### src/rtl/sha_sched_pkg.sv
package sha_sched_pkg;
  localparam int WORD_W = 32;

  typedef logic [WORD_W-1:0] word_t;

  typedef enum logic [1:0] {
    PH_LOAD  = 2'd0,
    PH_GEN   = 2'd1,
    PH_DRAIN = 2'd2
  } phase_t;

  function automatic word_t rotr(input word_t x, input int n);
    return (x >> n) | (x << (WORD_W - n));
  endfunction

  function automatic word_t small_s0(input word_t x);
    return rotr(x, 7) ^ rotr(x, 18) ^ (x >> 3);
  endfunction

  function automatic word_t small_s1(input word_t x);
    return rotr(x, 17) ^ rotr(x, 19) ^ (x >> 10);
  endfunction
endpackage

### src/rtl/sched_ring.sv
module sched_ring
  import sha_sched_pkg::*;
#(
  parameter int DEPTH = 16,
  localparam int AW = $clog2(DEPTH)
) (
  input  logic          clk,
  input  logic          rst_n,
  input  logic          wr_en,
  input  logic [AW-1:0] cur_slot,
  input  word_t         wr_data,
  output word_t         rd_back16,
  output word_t         rd_back15,
  output word_t         rd_back7,
  output word_t         rd_back2
);
  localparam logic [AW-1:0] OFF15 = AW'(1);
  localparam logic [AW-1:0] OFF7  = AW'(DEPTH - 7);
  localparam logic [AW-1:0] OFF2  = AW'(DEPTH - 2);

  word_t slot_q [DEPTH];

  for (genvar g = 0; g < DEPTH; g++) begin : g_slot
    logic slot_en;
    assign slot_en = wr_en && (cur_slot == AW'(g));
    always_ff @(posedge clk or negedge rst_n) begin
      if (!rst_n)       slot_q[g] <= '0;
      else if (slot_en) slot_q[g] <= wr_data;
    end
  end

  logic [AW-1:0] a15, a7, a2;
  always_comb begin
    a15 = cur_slot + OFF15;
    a7  = cur_slot + OFF7;
    a2  = cur_slot + OFF2;
  end

  assign rd_back16 = slot_q[cur_slot];
  assign rd_back15 = slot_q[a15];
  assign rd_back7  = slot_q[a7];
  assign rd_back2  = slot_q[a2];
endmodule

### src/rtl/sched_mix.sv
module sched_mix
  import sha_sched_pkg::*;
(
  input  word_t w16,
  input  word_t w15,
  input  word_t w7,
  input  word_t w2,
  output word_t w_new
);
  word_t part_a, part_b;
  always_comb begin
    part_a = small_s0(w15) + w16;
    part_b = small_s1(w2) + w7;
    w_new  = part_a + part_b;
  end
endmodule

### src/rtl/sched_ctrl.sv
module sched_ctrl
  import sha_sched_pkg::*;
#(
  parameter int RING  = 16,
  parameter int TOTAL = 64,
  localparam int IW = $clog2(TOTAL)
) (
  input  logic          clk,
  input  logic          rst_n,
  input  logic          in_valid,
  input  logic          out_ready,
  output logic          in_ready,
  output logic          take_in,
  output logic          take_gen,
  output logic [IW-1:0] pos,
  output logic          out_valid,
  output logic [IW-1:0] out_index,
  output logic          done
);
  phase_t        phase_q, phase_d;
  logic [IW-1:0] pos_q, pos_d, oidx_q, oidx_d;
  logic          ov_q, ov_d, done_q, done_d;
  logic          out_free, out_fire;

  always_comb begin
    out_free = !ov_q || out_ready;
    out_fire = ov_q && out_ready;
    in_ready = (phase_q == PH_LOAD) && out_free;
    take_in  = in_ready && in_valid;
    take_gen = (phase_q == PH_GEN) && out_free;

    phase_d = phase_q;
    pos_d   = pos_q;
    oidx_d  = oidx_q;
    ov_d    = ov_q;
    done_d  = 1'b0;

    if (take_in || take_gen) begin
      ov_d   = 1'b1;
      oidx_d = pos_q;
      pos_d  = pos_q + IW'(1);
      if (take_in && pos_q == IW'(RING - 1))   phase_d = PH_GEN;
      if (take_gen && pos_q == IW'(TOTAL - 1)) phase_d = PH_DRAIN;
    end else if (out_fire) begin
      ov_d = 1'b0;
    end

    if (phase_q == PH_DRAIN && out_fire) begin
      done_d  = 1'b1;
      phase_d = PH_LOAD;
      pos_d   = '0;
    end
  end

  always_ff @(posedge clk or negedge rst_n) begin
    if (!rst_n) begin
      phase_q <= PH_LOAD;
      pos_q   <= '0;
      oidx_q  <= '0;
      ov_q    <= 1'b0;
      done_q  <= 1'b0;
    end else begin
      phase_q <= phase_d;
      pos_q   <= pos_d;
      oidx_q  <= oidx_d;
      ov_q    <= ov_d;
      done_q  <= done_d;
    end
  end

  assign pos       = pos_q;
  assign out_valid = ov_q;
  assign out_index = oidx_q;
  assign done      = done_q;

  assert_hold_valid_R5: assert property (@(posedge clk) disable iff (!rst_n)
    (ov_q && !out_ready) |=> (ov_q && $stable(oidx_q)));

  assert_index_step_R4: assert property (@(posedge clk) disable iff (!rst_n)
    out_fire |=> (!ov_q || oidx_q == IW'($past(oidx_q) + IW'(1))));

  assert_no_input_busy_R6: assert property (@(posedge clk) disable iff (!rst_n)
    (ov_q && oidx_q >= IW'(RING - 1)) |-> !in_ready);

  assert_done_after_last_R7: assert property (@(posedge clk) disable iff (!rst_n)
    (out_fire && oidx_q == IW'(TOTAL - 1)) |=> done_q);

  assert_done_single_R7: assert property (@(posedge clk) disable iff (!rst_n)
    done_q |=> !done_q);
endmodule

### src/rtl/sha_sched_gen.sv
module sha_sched_gen
  import sha_sched_pkg::*;
#(
  parameter int RING  = 16,
  parameter int TOTAL = 64,
  localparam int IW = $clog2(TOTAL),
  localparam int AW = $clog2(RING)
) (
  input  logic              clk,
  input  logic              rst_n,
  input  logic              in_valid,
  output logic              in_ready,
  input  logic [WORD_W-1:0] in_data,
  output logic              out_valid,
  input  logic              out_ready,
  output logic [WORD_W-1:0] out_data,
  output logic [IW-1:0]     out_index,
  output logic              done
);
  logic          take_in, take_gen;
  logic [IW-1:0] pos;
  word_t         b16, b15, b7, b2, mixed, wr_word, out_q;

  sched_ctrl #(.RING(RING), .TOTAL(TOTAL)) u_ctrl (
    .clk(clk), .rst_n(rst_n), .in_valid(in_valid), .out_ready(out_ready),
    .in_ready(in_ready), .take_in(take_in), .take_gen(take_gen), .pos(pos),
    .out_valid(out_valid), .out_index(out_index), .done(done)
  );

  sched_ring #(.DEPTH(RING)) u_ring (
    .clk(clk), .rst_n(rst_n), .wr_en(take_in || take_gen),
    .cur_slot(pos[AW-1:0]), .wr_data(wr_word),
    .rd_back16(b16), .rd_back15(b15), .rd_back7(b7), .rd_back2(b2)
  );

  sched_mix u_mix (.w16(b16), .w15(b15), .w7(b7), .w2(b2), .w_new(mixed));

  always_comb wr_word = take_in ? in_data : mixed;

  always_ff @(posedge clk or negedge rst_n) begin
    if (!rst_n)                    out_q <= '0;
    else if (take_in || take_gen)  out_q <= wr_word;
  end

  assign out_data = out_q;

  assert_data_hold_R5: assert property (@(posedge clk) disable iff (!rst_n)
    (out_valid && !out_ready) |=> $stable(out_data));

  assert_first_word_R2: assert property (@(posedge clk) disable iff (!rst_n)
    (take_in && pos == '0) |=> (out_valid && out_data == $past(in_data)));
endmodule

### config.mk
export PLATFORM = sky130hd
export DESIGN_NAME = sha_sched_gen
export DESIGN_NICKNAME = d
export VERILOG_FILES = /design/src/rtl/sha_sched_pkg.sv /design/src/rtl/sched_ring.sv /design/src/rtl/sched_mix.sv /design/src/rtl/sched_ctrl.sv /design/src/rtl/sha_sched_gen.sv
export SDC_FILE = /design/constraint.sdc
export NUM_CORES = 2
export LEC_CHECK = 0
export ABC_AREA = 1
export BUFFER_PORTS_ARGS = -buffer_cell sky130_fd_sc_hd__buf_2
export CORE_MARGIN = 4
export CORE_UTILIZATION = 58
export DETAILED_ROUTE_END_ITERATION = 10
export PLACE_DENSITY = 0.83
export REMOVE_ABC_BUFFERS = 1
export SYNTH_ARGS = -nofsm -noshare
export SYNTH_HDL_FRONTEND = slang
export SYNTH_SLANG_ARGS = --single-unit
export TNS_END_PERCENT = 1
### constraint.sdc
create_clock -name clk -period 9.6 [get_ports clk]
set_input_delay 0.96 -clock clk [delete_from_list [all_inputs] [get_ports clk]]
set_output_delay 0.96 -clock clk [all_outputs]
set_load 0.02 [all_outputs]
==> impl_metrics.yaml <==
die:
  die_y_um: 266
  num_rows: 94
  start_util: 0.586
  num_io_pins: 77
  core-area_um2: 65700
  die_w_um: 266
  die-area_um2: 70600
layout:
  nets: 5410
  drive_above_1_share: 0.0728
  area_delta_synth_final_pct: 6.40
  multi_input_area_um2: 20500
  seq_area_um2: 14000
  fillers: 5805
clocking:
  ctsResizeCount: 0
  cts_setup_buffers: 0
  clockBufferDepth: 3
  cts_made_buffers: 61
  cts_hold_buf: 0
  path_clk_slew_ps: 70
  htree_levels: 2
  cts-root-buf: "clkbuf_16"
  clock_latency_ps: 660
  tritoncts: "built"
  cts_sinks: 560
critical_path:
  critPathLaunchType: "flip-flop"
  cp.required_ps: 10150
  crit_fanout: 71
  cp-end-kind: "flip-flop"
  path_class: "flip-flop to flip-flop"
  critPathArrivalTime_ps: 8920
yosys:
  synth_area_leaders: "dfrtp_1, nand2_1, o21ai_0"
  yosys_warnings: 0
  syn_avg_cell_area_um2: 7.05
  yosys_register_bits: 560
  synth_common_cells: "nand2_1, o21ai_0, dfrtp_1, inv_1, nand3_1"
  synth_most_common_cell: "nand2_1"
  yosysTopAreaCell: "dfrtp_1"
  synth.top_cell.area_share: 0.364
  syn_area_um2: 38500
  synthCells: 5463
  synth.distinct_cells: 56
  synth_enable_flop_cells: 0
  ys_seq_area_frac: 0.364
  async_flop_share: 1.00
  synthFlopType: "dfrtp_1"
sta:
  setup_tns_ps: 0
  fmax_mhz: 119
  min_period_ps: 8380
  tightest_slew_ps: 1300
  slew_violations: 0
  skew_ps: 36.5
  rsz0062_at_grt: "false"
  whs_ps: 312
  hold_violations: 0
  setup_viol: 0
  relSlewSlack: 0.128
  min_period_over_period: 0.873
global_route:
  grt_max_degree: 255
  track_usage: 0.400
  grt_antenna_before_repair: 5
  overflow: 0
  grt_first_pass_wirelength_um: 218000
  grt_pass1_vias: 36200
place:
  place_congestion: 1.06
  hpwlAfterDp_um: 92100
  port-buffer-count: 76
run:
  cap_violations: 0
route:
  drt_iter0_markers: 5819
  ant_nets: 0
  vias: 39200
  routed_wl_um: 145000
  drc: 0
  drtPass1Iterations: 9
  via_per_inst: 6.34
  post_drt_wl_per_cell_um: 23.4
worst_hold_path:
  hold_class: "primary input to async pin"
status:
  status: "completed"
cell usage in the layout, fill, tap and decap left out, types with 12 or more instances in the layout:
cell type and n:
a21oi_1 284, a31oi_1 84, a31oi_2 16, buf_2 75
buf_4 71, clkbuf_16 61, clkbuf_8 12, dfrtp_1 558
fa_1 62, ha_1 35, inv_1 521, mux2i_1 22
nand2_1 1356, nand3_1 406, nor2_1 274, nor2_4 19
nor3_1 24, o211ai_1 48, o21ai_0 935, o21ai_1 126
o21ai_2 27, o22ai_1 23, or2_2 17, xnor2_1 35
xor2_1 82
routing by layer:
| layer | track usage | routed length, um |
|---|---|---|
| met5 | 0 | 23 |
| met4 | 0.229 | 10400 |
| met3 | 0.101 | 19400 |
| met2 | 0.589 | 60800 |
| met1 | 0.541 | 54100 |
cell families after synthesis:
kind of cell	after synthesis	synth area share
xor+xnor	118	0.0273
compound gates	1594	0.226
flops	560	0.364
simple gates	2120	0.224
mux	26	0.00738
buf+inv	946	0.107
fa+ha+maj	99	0.0443
critical path, cell delays in order, from the launching register on:
cell and delay (ps):
dfrtp_4 590, inv_6 430, ha_4 510, inv_4 670, buf_4 310, o21ai_0 100, o221ai_1 190, o21ai_1 200
mux2i_2 570, xor2_1 280, xor2_1 190, fa_1 540, inv_1 50, fa_1 490, inv_1 60, ha_1 400
nand2_1 150, nor2_1 330, nand4_1 140, o21ai_1 460, a21oi_1 220, xnor2_1 350, nand2_1 110, o21ai_1 410
buf_4 270, nand2_1 50, o21ai_0 100
worst paths after layout:
path / start / endpoint / slack, ps / cells after the start
min in group clk: out_data[2] / out_data[2] / 480 / 2
hold reg to reg: out_data[2] / out_data[2] / 480 / 2
max in group asynchronous: rst_n / u_ctrl.pos[0] / 7010 / 3
setup / recovery: u_ctrl.pos[1] / u_ring.slot_q[115] / 1220 / 26
setup reg to reg: u_ctrl.pos[1] / u_ring.slot_q[115] / 1220 / 26
hold / removal: rst_n / u_ring.slot_q[208] / 310 / 1
per-stage QoR:
| stage | util | setup slack, ps | instance area (um2) | cells |
|---|---|---|---|---|
| 6_report | 0.623 | 1220 | 41000 | 6192 |
| 5_1_grt | 0.623 | 1130 | 41000 | 6192 |
| 4_1_cts | 0.623 | 1600 | 41000 | 6191 |
| 3_5_place_dp | 0.590 | 1660 | 38800 | 6076 |
| 3_3_place_gp | 0.590 | 1640 | 38800 | 6076 |
| 2_1_floorplan | - | -18410 | 36400 | 5055 |
area by class of cell:
type / instances / share of cell area
inverters: 538 / 0.0497
repair buffers: 157 / 0.0274
clock inverters: 32 / 0.0108
clock buffers: 83 / 0.0422
well taps: 864 / 0.0264
flip-flops and latches: 560 / 0.342
multi-input cells: 3957 / 0.501
diodes: 1 / 0.0000611
sequential cells by signal, indices dropped and copies added, names as in the netlist:
signal and flops:
out_data 32, u_ctrl.done 1, u_ctrl.out_index 6, u_ctrl.out_valid 1, u_ctrl.phase_q 2, u_ctrl.pos 6, u_ring.slot_q 512
Power is left out: the tool's default activity adds up to more than one toggle a clock period on the data nets, which glitch-free logic cannot reach.
